`src/rtl/cr_pkg.sv`:
```
// Package: shared operation encoding for the call/return sequencer.
// Assumes: op codes are decoded upstream into these four values.
package cr_pkg;
    typedef enum logic [1:0] {
        OP_CALL  = 2'd0,
        OP_CCALL = 2'd1,
        OP_BR    = 2'd2,
        OP_RETI  = 2'd3
    } cr_op_e;
endpackage

```
`src/rtl/cr_prio_enc.sv`:
```
// Module: finds the highest set bit of a vector.
// Assumes: N >= 2; idx is zero when no bit is set (valid low).
module cr_prio_enc #(
    parameter int N = 8,
    localparam int W = $clog2(N)
) (
    input  logic [N-1:0] vec,
    output logic         valid,
    output logic [W-1:0] idx
);
    // scan upward so the highest set index wins
    always_comb begin
        valid = 1'b0;
        idx   = '0;
        for (int i = 0; i < N; i++) begin
            if (vec[i]) begin
                valid = 1'b1;
                idx   = W'(i);
            end
        end
    end
endmodule

```
`src/rtl/cr_seq.sv`:
```
// Module: operation sequencer. It latches one operation, times its slot,
// issues the link write in the first cycle and the counter load in the last.
// Assumes: T_TAKE >= 2 so write and load fall in distinct cycles; T_SKIP >= 1.
module cr_seq
    import cr_pkg::*;
#(
    parameter int AW     = 16,
    parameter int T_TAKE = 20,
    parameter int T_SKIP = 11,
    localparam int CW    = $clog2(T_TAKE + 1)
) (
    input  logic          clk,
    input  logic          rst_n,
    input  logic          start,
    input  cr_op_e        op,
    input  logic [AW-1:0] ea,
    input  logic [AW-1:0] next_ic,
    input  logic          cond_hit,
    output logic          busy,
    output logic          done,
    output logic          mem_we,
    output logic [AW-1:0] mem_addr,
    output logic [AW-1:0] mem_wdata,
    output logic          ic_ld,
    output logic [AW-1:0] ic_val,
    output logic          set_inh,
    output logic          clr_req
);
    logic          busy_q;
    logic [CW-1:0] cnt_q;
    cr_op_e        op_q;
    logic [AW-1:0] ea_q;
    logic [AW-1:0] nic_q;
    logic          taken_q;
    logic          wr_pend_q;
    logic          taken_in;
    logic          is_call_in;
    logic          is_call_q;

    // taken decision: unconditional call always, conditional forms on no hit
    assign taken_in   = (op == OP_CALL) || !cond_hit;
    assign is_call_in = (op == OP_CALL) || (op == OP_CCALL);
    assign is_call_q  = (op_q == OP_CALL) || (op_q == OP_CCALL);

    // slot state: latch operands at start, count down to the last cycle
    always_ff @(posedge clk) begin
        if (!rst_n) begin
            busy_q    <= 1'b0;
            cnt_q     <= '0;
            op_q      <= OP_CALL;
            ea_q      <= '0;
            nic_q     <= '0;
            taken_q   <= 1'b0;
            wr_pend_q <= 1'b0;
        end else if (!busy_q) begin
            if (start) begin
                busy_q    <= 1'b1;
                cnt_q     <= taken_in ? CW'(T_TAKE - 1) : CW'(T_SKIP - 1);
                op_q      <= op;
                ea_q      <= ea;
                nic_q     <= next_ic;
                taken_q   <= taken_in;
                wr_pend_q <= taken_in && is_call_in;
            end
        end else begin
            wr_pend_q <= 1'b0;
            if (cnt_q == '0) busy_q <= 1'b0;
            else             cnt_q  <= cnt_q - CW'(1);
        end
    end

    // outputs decoded from slot state
    assign busy      = busy_q;
    assign done      = busy_q && (cnt_q == '0);
    assign mem_we    = busy_q && wr_pend_q;
    assign mem_addr  = ea_q;
    assign mem_wdata = nic_q;
    assign ic_ld     = done && taken_q;
    assign ic_val    = is_call_q ? (ea_q + AW'(1)) : ea_q;
    assign set_inh   = done && (is_call_q || ((op_q == OP_RETI) && taken_q));
    assign clr_req   = done && (op_q == OP_RETI) && taken_q;

    // the link write never shares a cycle with the counter load
    a_r4_write_apart: assert property (@(posedge clk) disable iff (!rst_n)
        mem_we |-> !ic_ld);
    // after a counter load the slot is over
    a_r1_load_ends_slot: assert property (@(posedge clk) disable iff (!rst_n)
        ic_ld |=> !busy);
    // a running slot stays busy until its last cycle
    a_r10_busy_holds: assert property (@(posedge clk) disable iff (!rst_n)
        (busy && !done) |=> busy);
    // operands stay frozen while busy
    a_r10_operands_stable: assert property (@(posedge clk) disable iff (!rst_n)
        (busy && !done) |=> $stable(ea_q) && $stable(nic_q));
endmodule

```
`src/rtl/cr_irq_levels.sv`:
```
// Module: interrupt level state: pending latch, active vector, lockout.
// Assumes: clr_req and idle_ok are never high together (release happens
// at the end of a busy slot, acceptance only when idle).
module cr_irq_levels #(
    parameter int NLVL = 8,
    localparam int LW  = $clog2(NLVL)
) (
    input  logic            clk,
    input  logic            rst_n,
    input  logic [NLVL-1:0] irq_req,
    input  logic            idle_ok,
    input  logic            set_inh,
    input  logic            instr_end,
    input  logic            own_end,
    input  logic            clr_req,
    output logic            inh,
    output logic [NLVL-1:0] active,
    output logic            irq_take,
    output logic [LW-1:0]   take_lvl,
    output logic            lvl_clr,
    output logic [LW-1:0]   lvl_clr_idx
);
    logic [NLVL-1:0] pend_q;
    logic [NLVL-1:0] act_q;
    logic            inh_q;
    logic            p_valid;
    logic [LW-1:0]   p_idx;
    logic            a_valid;
    logic [LW-1:0]   a_idx;
    logic [NLVL-1:0] take_hot;
    logic [NLVL-1:0] clr_hot;

    cr_prio_enc #(.N(NLVL)) u_pend_enc (.vec(pend_q), .valid(p_valid), .idx(p_idx));
    cr_prio_enc #(.N(NLVL)) u_act_enc  (.vec(act_q),  .valid(a_valid), .idx(a_idx));

    // acceptance: idle, no lockout, and strictly above every active level
    assign irq_take    = idle_ok && !inh_q && p_valid && (!a_valid || (p_idx > a_idx));
    assign take_lvl    = p_idx;
    assign lvl_clr     = clr_req && a_valid;
    assign lvl_clr_idx = a_idx;

    // per-level one-hot masks for acceptance and release
    for (genvar g = 0; g < NLVL; g++) begin : g_mask
        assign take_hot[g] = irq_take && (p_idx == LW'(g));
        assign clr_hot[g]  = lvl_clr  && (a_idx == LW'(g));
    end

    // pending and active level registers
    always_ff @(posedge clk) begin
        if (!rst_n) begin
            pend_q <= '0;
            act_q  <= '0;
        end else begin
            pend_q <= (pend_q | irq_req) & ~take_hot;
            act_q  <= (act_q & ~clr_hot) | take_hot;
        end
    end

    // one-instruction lockout: armed by the sequencer, lifted by a completion
    always_ff @(posedge clk) begin
        if (!rst_n)                     inh_q <= 1'b0;
        else if (set_inh)               inh_q <= 1'b1;
        else if (instr_end || own_end)  inh_q <= 1'b0;
    end

    assign inh    = inh_q;
    assign active = act_q;

    // an acceptance adds exactly one active level
    a_r8_take_adds_level: assert property (@(posedge clk) disable iff (!rst_n)
        irq_take |=> $countones(active) == $past($countones(active)) + 1);
    // a release removes exactly one active level
    a_r7_clr_drops_level: assert property (@(posedge clk) disable iff (!rst_n)
        lvl_clr |=> $countones(active) == $past($countones(active)) - 1);
    // arming is seen in the next cycle
    a_r5_inh_armed: assert property (@(posedge clk) disable iff (!rst_n)
        set_inh |=> inh);
    // a completion while locked out lifts the lockout
    a_r6_inh_lifted: assert property (@(posedge clk) disable iff (!rst_n)
        (inh && !set_inh && (instr_end || own_end)) |=> !inh);
    // without a release or acceptance the active set is unchanged
    a_r7_active_quiet: assert property (@(posedge clk) disable iff (!rst_n)
        (!lvl_clr && !irq_take) |=> $stable(active));
endmodule

```
`src/rtl/cr_link_ctrl.sv`:
```
// Module: top of the linked call and interrupt-return sequencer.
// Joins the slot sequencer with the interrupt level state.
// Assumes: operand inputs valid with start; instr_end not coincident with done.
module cr_link_ctrl
    import cr_pkg::*;
#(
    parameter int AW     = 16,
    parameter int NLVL   = 8,
    parameter int T_TAKE = 20,
    parameter int T_SKIP = 11,
    localparam int LW    = $clog2(NLVL)
) (
    input  logic            clk,
    input  logic            rst_n,
    input  logic            start,
    input  logic [1:0]      op,
    input  logic [AW-1:0]   ea,
    input  logic [AW-1:0]   next_ic,
    input  logic            cond_hit,
    input  logic            instr_end,
    input  logic [NLVL-1:0] irq_req,
    output logic            busy,
    output logic            done,
    output logic            mem_we,
    output logic [AW-1:0]   mem_addr,
    output logic [AW-1:0]   mem_wdata,
    output logic            ic_ld,
    output logic [AW-1:0]   ic_val,
    output logic            inh,
    output logic            irq_take,
    output logic [LW-1:0]   irq_take_lvl,
    output logic [NLVL-1:0] active_lvls,
    output logic            lvl_clr,
    output logic [LW-1:0]   lvl_clr_idx
);
    cr_op_e op_e;
    logic   set_inh;
    logic   clr_req;
    logic   idle_ok;

    // operation code cast into the shared encoding
    assign op_e    = cr_op_e'(op);
    assign idle_ok = !busy && !start;

    cr_seq #(.AW(AW), .T_TAKE(T_TAKE), .T_SKIP(T_SKIP)) u_seq (
        .clk       (clk),
        .rst_n     (rst_n),
        .start     (start),
        .op        (op_e),
        .ea        (ea),
        .next_ic   (next_ic),
        .cond_hit  (cond_hit),
        .busy      (busy),
        .done      (done),
        .mem_we    (mem_we),
        .mem_addr  (mem_addr),
        .mem_wdata (mem_wdata),
        .ic_ld     (ic_ld),
        .ic_val    (ic_val),
        .set_inh   (set_inh),
        .clr_req   (clr_req)
    );

    cr_irq_levels #(.NLVL(NLVL)) u_lvl (
        .clk         (clk),
        .rst_n       (rst_n),
        .irq_req     (irq_req),
        .idle_ok     (idle_ok),
        .set_inh     (set_inh),
        .instr_end   (instr_end),
        .own_end     (done),
        .clr_req     (clr_req),
        .inh         (inh),
        .active      (active_lvls),
        .irq_take    (irq_take),
        .take_lvl    (irq_take_lvl),
        .lvl_clr     (lvl_clr),
        .lvl_clr_idx (lvl_clr_idx)
    );

    // no acceptance while a slot runs
    a_r8_no_take_busy: assert property (@(posedge clk) disable iff (!rst_n)
        busy |-> !irq_take);
    // a release only ever happens in a done cycle
    a_r7_clr_at_done: assert property (@(posedge clk) disable iff (!rst_n)
        lvl_clr |-> done && ic_ld);
endmodule

```
`config.mk`:
```
export PLATFORM = sky130hd
export DESIGN_NAME = cr_link_ctrl
export DESIGN_NICKNAME = d
export VERILOG_FILES = /design/src/rtl/cr_pkg.sv /design/src/rtl/cr_prio_enc.sv /design/src/rtl/cr_seq.sv /design/src/rtl/cr_irq_levels.sv /design/src/rtl/cr_link_ctrl.sv
export SDC_FILE = /design/constraint.sdc
export NUM_CORES = 1
export LEC_CHECK = 0
export CAP_MARGIN = 40
export CORE_AREA = 2 2 116 118
export CTS_CLUSTER_SIZE = 8
export DETAILED_ROUTE_END_ITERATION = 6
export DIE_AREA = 0 0 118 120
export GPL_TIMING_DRIVEN = 0
export SETUP_SLACK_MARGIN = 0.3
export SYNTH_ARGS = -nofsm -noshare
export SYNTH_HDL_FRONTEND = slang
export SYNTH_SLANG_ARGS = --single-unit
```
`constraint.sdc`:
```
create_clock -name clk -period 4 [get_ports clk]
set_input_delay 0.8 -clock clk [delete_from_list [all_inputs] [get_ports clk]]
set_output_delay 0.8 -clock clk [all_outputs]
set_load 0.005 [all_outputs]
```
# --- After elaboration in Yosys (flattened, before gate mapping) ---
# Index checks and enable logic that the tools add are counted.
totals:
  inputBits: 47
  romBits: 0
  latchBits: 0
  memories: 0
  ff_bits: 59
  output_inout_bits: 69
  elab_cells: 129
  ram_bits: 0
op_classes:
  shifts: 0
  n_mux: 40
  n_mul: 0
  order_cmp: 1
  n_eq_ne: 18
  reduce_logical: 50
  n_bitwise: 8
  n_addsub: 2
  n_div: 0
op_table:
  columns: ["op", "count"]
  rows:
  - ["$mux 3", 12]
  - ["$logic_and 1x1->1", 29]
  - ["$eq 3x3->1 const B", 8]
  - ["$mux 1", 23]
  - ["$mux 5", 4]
  - ["$add 16x1->16 const B", 1]
  - ["$and 8x8->8", 2]
  - ["$mux 16", 1]
  - ["$not 8->8", 2]
  - ["$or 8x8->8", 2]
  - ["$eq 3x2->1 const B", 4]
  - ["$eq 3x1->1 const B", 2]
  - ["$logic_not 3->1", 2]
  - ["$logic_or 1x1->1", 6]
  - ["$logic_not 1->1", 5]
  - ["$logic_not 5->1", 1]
  - ["$sub 5x1->5 const B", 1]
  - ["$eq 2x1->1 const B", 2]
  - ["$logic_not 2->1", 2]
  - ["$reduce_and 2->1", 2]
  - ["$reduce_bool 2->1", 2]
  - ["$gt 3x3->1", 1]
  - ["$eq 2x2->1 const B", 1]
  - ["$ne 2x2->1 const B", 1]
  - ["2 further kinds", 3]

# --- Longest topological paths before layout ---
depth:
  ltp_word: 14
  depth_mapped: 9
  mapped_depth_nobuf: 9

# --- By module ---
# From an unflattened synthesis, not the netlist that was laid out.
hier_totals:
  cells_unflattened: 364
  area_unflattened_um2: 2947.8
modules_own_cells:
  columns: ["mod", "n_inst", "area_each_um2", "cells_each", "seq_area_each_um2"]
  rows:
  - ["cr_seq", 1, 2004.4, 247, 840.8]
  - ["cr_irq_levels", 1, 824.5, 92, 340.3]
  - ["cr_prio_enc", 2, 57.6, 12, 0.0]
  - ["cr_link_ctrl", 1, 3.8, 1, 0.0]

# --- Worst setup path after synthesis ---
# Ideal clock, no wire load.
synth_timing:
  path_type: "reg2out"
  start: "register u_lvl.pend_q[4]"
  end: "output port irq_take"
  path_slack_ns: 1.472
  required_time_ns: 3.200
  stages_incl_launch_ff: 7
  path_buffers: 0
  arrival_ns: 1.728
  path_cell_list: "dfxtp_1 > or4_4 > ha_1 > nand3b_1 > a32oi_1 > o21ai_0 > nor2_1"
synth_between:
  elab_chain_cells: 7
  elab_cells_between_ends: 12
  cone_classes: "order compare: 1; mux: 8; reduce/logical: 3"
synth_rtl:
  columns: ["item", "line_no", "text"]
  rows:
  - ["from (decl)", "cr_irq_levels.sv:23", "logic [NLVL-1:0] pend_q;"]
  - ["from (signal assigned)", "cr_irq_levels.sv:54", "pend_q <= (pend_q | irq_req) & ~take_hot;"]
  - ["$mux 3 (4 in series)", "cr_prio_enc.sv:16", "if (vec[i]) begin"]
  - ["net irq_take_lvl[2]", "cr_link_ctrl.sv:31", "output logic [LW-1:0] irq_take_lvl,"]
  - ["$gt 3x3->1", "cr_irq_levels.sv:37", "assign irq_take = idle_ok && !inh_q && p_valid && (!a_valid || (p_idx > a_idx));"]
  - ["$logic_or 1x1->1", "cr_irq_levels.sv:37", null]
  - ["$logic_and 1x1->1", "cr_irq_levels.sv:37", null]
  - ["to (decl)", "cr_link_ctrl.sv:30", "output logic irq_take,"]
# The timed path passes the listed nets, and every way through them passes these cells.

# --- Final worst setup path ---
layout_timing:
  start: "register u_lvl.pend_q[4]"
  end: "output port irq_take"
layout_between:
  elab_chain_cells: 7
  elab_cells_between_ends: 12
  cone_classes: "order compare: 1; mux: 8; reduce/logical: 3"
layout_rtl:
  columns: ["item", "line_no"]
  rows:
  - ["$mux 3 (4 in series)", "cr_prio_enc.sv:16"]
  - ["$gt 3x3->1", "cr_irq_levels.sv:37"]
  - ["$logic_or 1x1->1", "cr_irq_levels.sv:37"]
  - ["$logic_and 1x1->1 *", "cr_irq_levels.sv:37"]
# Mark *: on every way between the ends. The rest lies on a longest branch, timed or not.

==> reports/metrics.cfg <==
[worst_setup_path]
r2r_slack_ns=1.70
reg2reg_depth=7
r2r-start=u_lvl.pend_q[4]
cpLargestDelayFamily=simple AND/OR/NAND/NOR gates
critPathBufInv=1
cpMaxStageDelayCell=or4_4
r2r-end=u_lvl.active[3]
startpoint_type=flip-flop
cp_cell_sequence=or4_4, ha_1, nand3b_1, a32oi_1, o21ai_0, nor2_1, clkdlybuf4s50_1
worst_ep_required_time_ns=3.20
critical_path.max_stage_delay_ns=0.58
arrival_ns=2.73
cp_max_fo=5
crit_start=u_lvl.pend_q[4]
critPathKind=flip-flop to output port
cp-end-kind=output port

[cts]
htreeDepth=3
cts_buffers=9
cts_buffer_depth=2
clkSinkCount=59
clkTransAtPathRegs_ns=0.06
cts_setup_buffers=0
cts_hold_buf=0
post_cts_resize_count=0
cts_tree=done
insertion_delay_ns=0.32
clockRootBuffer=clkbuf_16

[die]
die_h_um=120
io_pins=116
dieArea_sq_mm=0.01416
rows=42
start_util_pct=22.43
core-area_sq_mm=0.01298
die_w_um=118

[synthesis]
avgSynthCellArea_sq_um=8.225
synth_edf_count=0
syn-num-nets=407
synthDistinctLibCells=59
synthArstFlopShare_pct=0
yosysSeqAreaShare_pct=40.57
synth_area_leaders=dfxtp_1 41%, nand2_1 11%, a21boi_0 9.5%, xnor2_1 3.9%, ha_1 2.6%
yosysWarnings=0
ys_dominant_reg_cell=dfxtp_1
yosysTopAreaCellShare_pct=40.57
synth-seq-cells=59
synth.cell_area_sq_mm=0.002912
synth_top_cell_by_area=dfxtp_1
synth.most_common_cell=nand2_1
netlist_top_cells_count=82 x nand2_1, 59 x dfxtp_1, 37 x a21boi_0, 16 x nor2_1, 14 x clkbuf_1
netlist_instances=354

[routing]
top_layer=met4
route.detailed.drc=0
drtAntennaViolNets=0
wl_met2_um=4188
dr_wl_met3_um=361
viasPerCell=4.453
dr.pass1.iters=4
wl_per_cell_um=13.31
num_vias=2939
met1_length_um=4074
routed_wirelength_um=8787
drtIter0Drc=124

[sta]
whs_ns=0.4655
slew_headroom_pct=47.00
rsz0062_at_grt=no
fmax_ghz=0.2829
fin_crit_sh_pct=88.36
layout_min_cycle_time_ns=3.534
worst_pin_slew_ns=0.7877
finalSetupViolCount=0
tns_ns=0
slew_viol_final=0
fin_skew_ns=0.007123
hold_viol_final=0

[placed_design]
dp_hpwl_um=6658
gp_congestion=0.8152
io_buffer_count=114
place_area_sq_mm=0.004273

[min_path]
hold_end=u_seq.mem_wdata[2]
worstHoldStart=u_seq.mem_wdata[2]
hp-class=flip-flop to flip-flop
holdPathStages=2

[power]
p_clk_share_pct=42.9
leakagePower_nw=1.721
power.density_mw_per_mm2=421.9
swShare_pct=26.60
p_sw_uw=519.0
ir_worst_vdd_uv=196.7
combinationalPowerShare_pct=21.8
p_int_mw=1.432
p_total_mw=1.951
pwr-share-seq_pct=35.3

[run_status]
status=finished, final reports clean

[global_route]
grt_pass1_vias=2874
grt_pass1_wl_um=14000
antenna_found_initial=0
grt_start_max_net_pins=12
grt_usage_pct=12.30
grt-ovfl-total=0

[finish]
post-route-util_pct=35.63
stdcell_area_sq_mm=0.004624
syn_to_final_growth_pct=58.83
drive_gt1_share_pct=8.471
final_nets=532
diodes=0
fillers=1328

[job]
cap_violations=0

-- worst max-delay path by stage --
| stage | end | slack, ns | cells after the start |
|---|---|---|---|
| 2_1_floorplan | irq_take | 1.47 | 6 |
| 3_3_place_gp | irq_take | 0.49 | 5 |
| 3_5_place_dp | irq_take | 0.52 | 5 |
| 4_1_cts | irq_take | 0.33 | 7 |
| 5_1_grt | irq_take | 0.29 | 8 |
| 6_report | irq_take | 0.47 | 7 |
-- state kept, by name, indices dropped and copies added, names as in the netlist --
name,count
u_seq.wr_pend_q,1
u_seq.mem_wdata,16
u_lvl.active,8
u_seq.taken_q,1
u_seq.cnt_q,5
u_seq.busy,1
u_seq.op_q,2
u_seq.mem_addr,16
u_lvl.inh,1
u_lvl.pend_q,8
-- per-layer routing --
metal	vias to the layer above	GRT usage, %
li1	1473	-
met1	1357	15.33
met2	94	20.78
met3	15	2.519
met4	0	4.895
met5	-	0
-- power groups by stage --
| stage | sequential (mW) | clock [mW] | combinational [mW] |
|---|---|---|---|
| final | 0.688 | 0.837 | 0.426 |
| after global routing | 0.695 | 0.880 | 0.473 |
| after CTS | 0.686 | 0.856 | 0.425 |
| after detailed placement | 0.698 | 0 | 0.422 |
| after global placement | 0.696 | 0 | 0.416 |
| after floorplan | 0.689 | 0 | 0.213 |
-- placed cells by master (no fill, tap or decap), types with 2 or more instances in the layout --
| master | Yosys | final |
|---|---|---|
| ha_1 | 6 | 6 |
| nand2_1 | 82 | 82 |
| nor2_1 | 16 | 16 |
| nand2b_1 | 2 | 2 |
| clkbuf_16 | 0 | 9 |
| dfxtp_1 | 59 | 59 |
| nor3b_2 | 1 | 2 |
| xor2_1 | 3 | 3 |
| nor4_1 | 3 | 3 |
| clkbuf_1 | 14 | 14 |
| a21oi_1 | 11 | 11 |
| or4_1 | 2 | 2 |
| and3_1 | 7 | 7 |
| o21a_1 | 2 | 2 |
| a31oi_1 | 2 | 2 |
| clkdlybuf4s50_1 | 0 | 114 |
| nand3_1 | 12 | 12 |
| inv_1 | 11 | 11 |
| o21ai_1 | 3 | 3 |
| o21ai_0 | 13 | 13 |
| buf_2 | 3 | 3 |
| xnor2_1 | 13 | 13 |
| o221a_2 | 2 | 2 |
| or3_1 | 2 | 2 |
| nor3_1 | 5 | 4 |
| bufinv_16 | 0 | 2 |
| nor2b_1 | 6 | 6 |
| buf_6 | 2 | 2 |
| clkinvlp_4 | 0 | 2 |
| a21boi_0 | 37 | 37 |
| nand3b_1 | 2 | 2 |
-- worst register-to-register path, delay by kind of cell, from the launching register on --
family | cells | cell delay, ns
adders and majority gates | 1 | 0.34
and+or+nand+nor | 3 | 0.93
DFF | 1 | 0.37
AOI/OAI and AO/OA | 3 | 0.62
-- cell type report --
class	instances	area (sq um)	area share (%)
Inverter	11	41.29	0.8929
Timing Repair Buffer	114	1141	24.68
Sequential cell	59	1181	25.54
Tap cell	176	220.2	4.762
Clock buffer	10	239.0	5.168
Clock inverter	6	88.84	1.921
Buffer	19	90.09	1.948
Multi-Input combinational cell	265	1623	35.09
-- stage by stage --
stage / setup WS, ns / cells
2_1_floorplan: 1.472 / 354
5_1_grt: 0.2856 / 660
3_3_place_gp: 0.4937 / 644
6_report: 0.4657 / 660
4_1_cts: 0.3278 / 660
3_5_place_dp: 0.5232 / 644
-- cell families after synthesis --
group | Yosys count | share of synthesized area, %
xor+xnor | 16 | 4.813
mux | 2 | 0.7305
fa+ha+maj | 6 | 2.578
simple gates | 155 | 26.04
buf+inv | 30 | 4.512
compound gates | 86 | 20.76
flops | 59 | 40.57
Note: power is estimated with default switching activity, not from simulation.
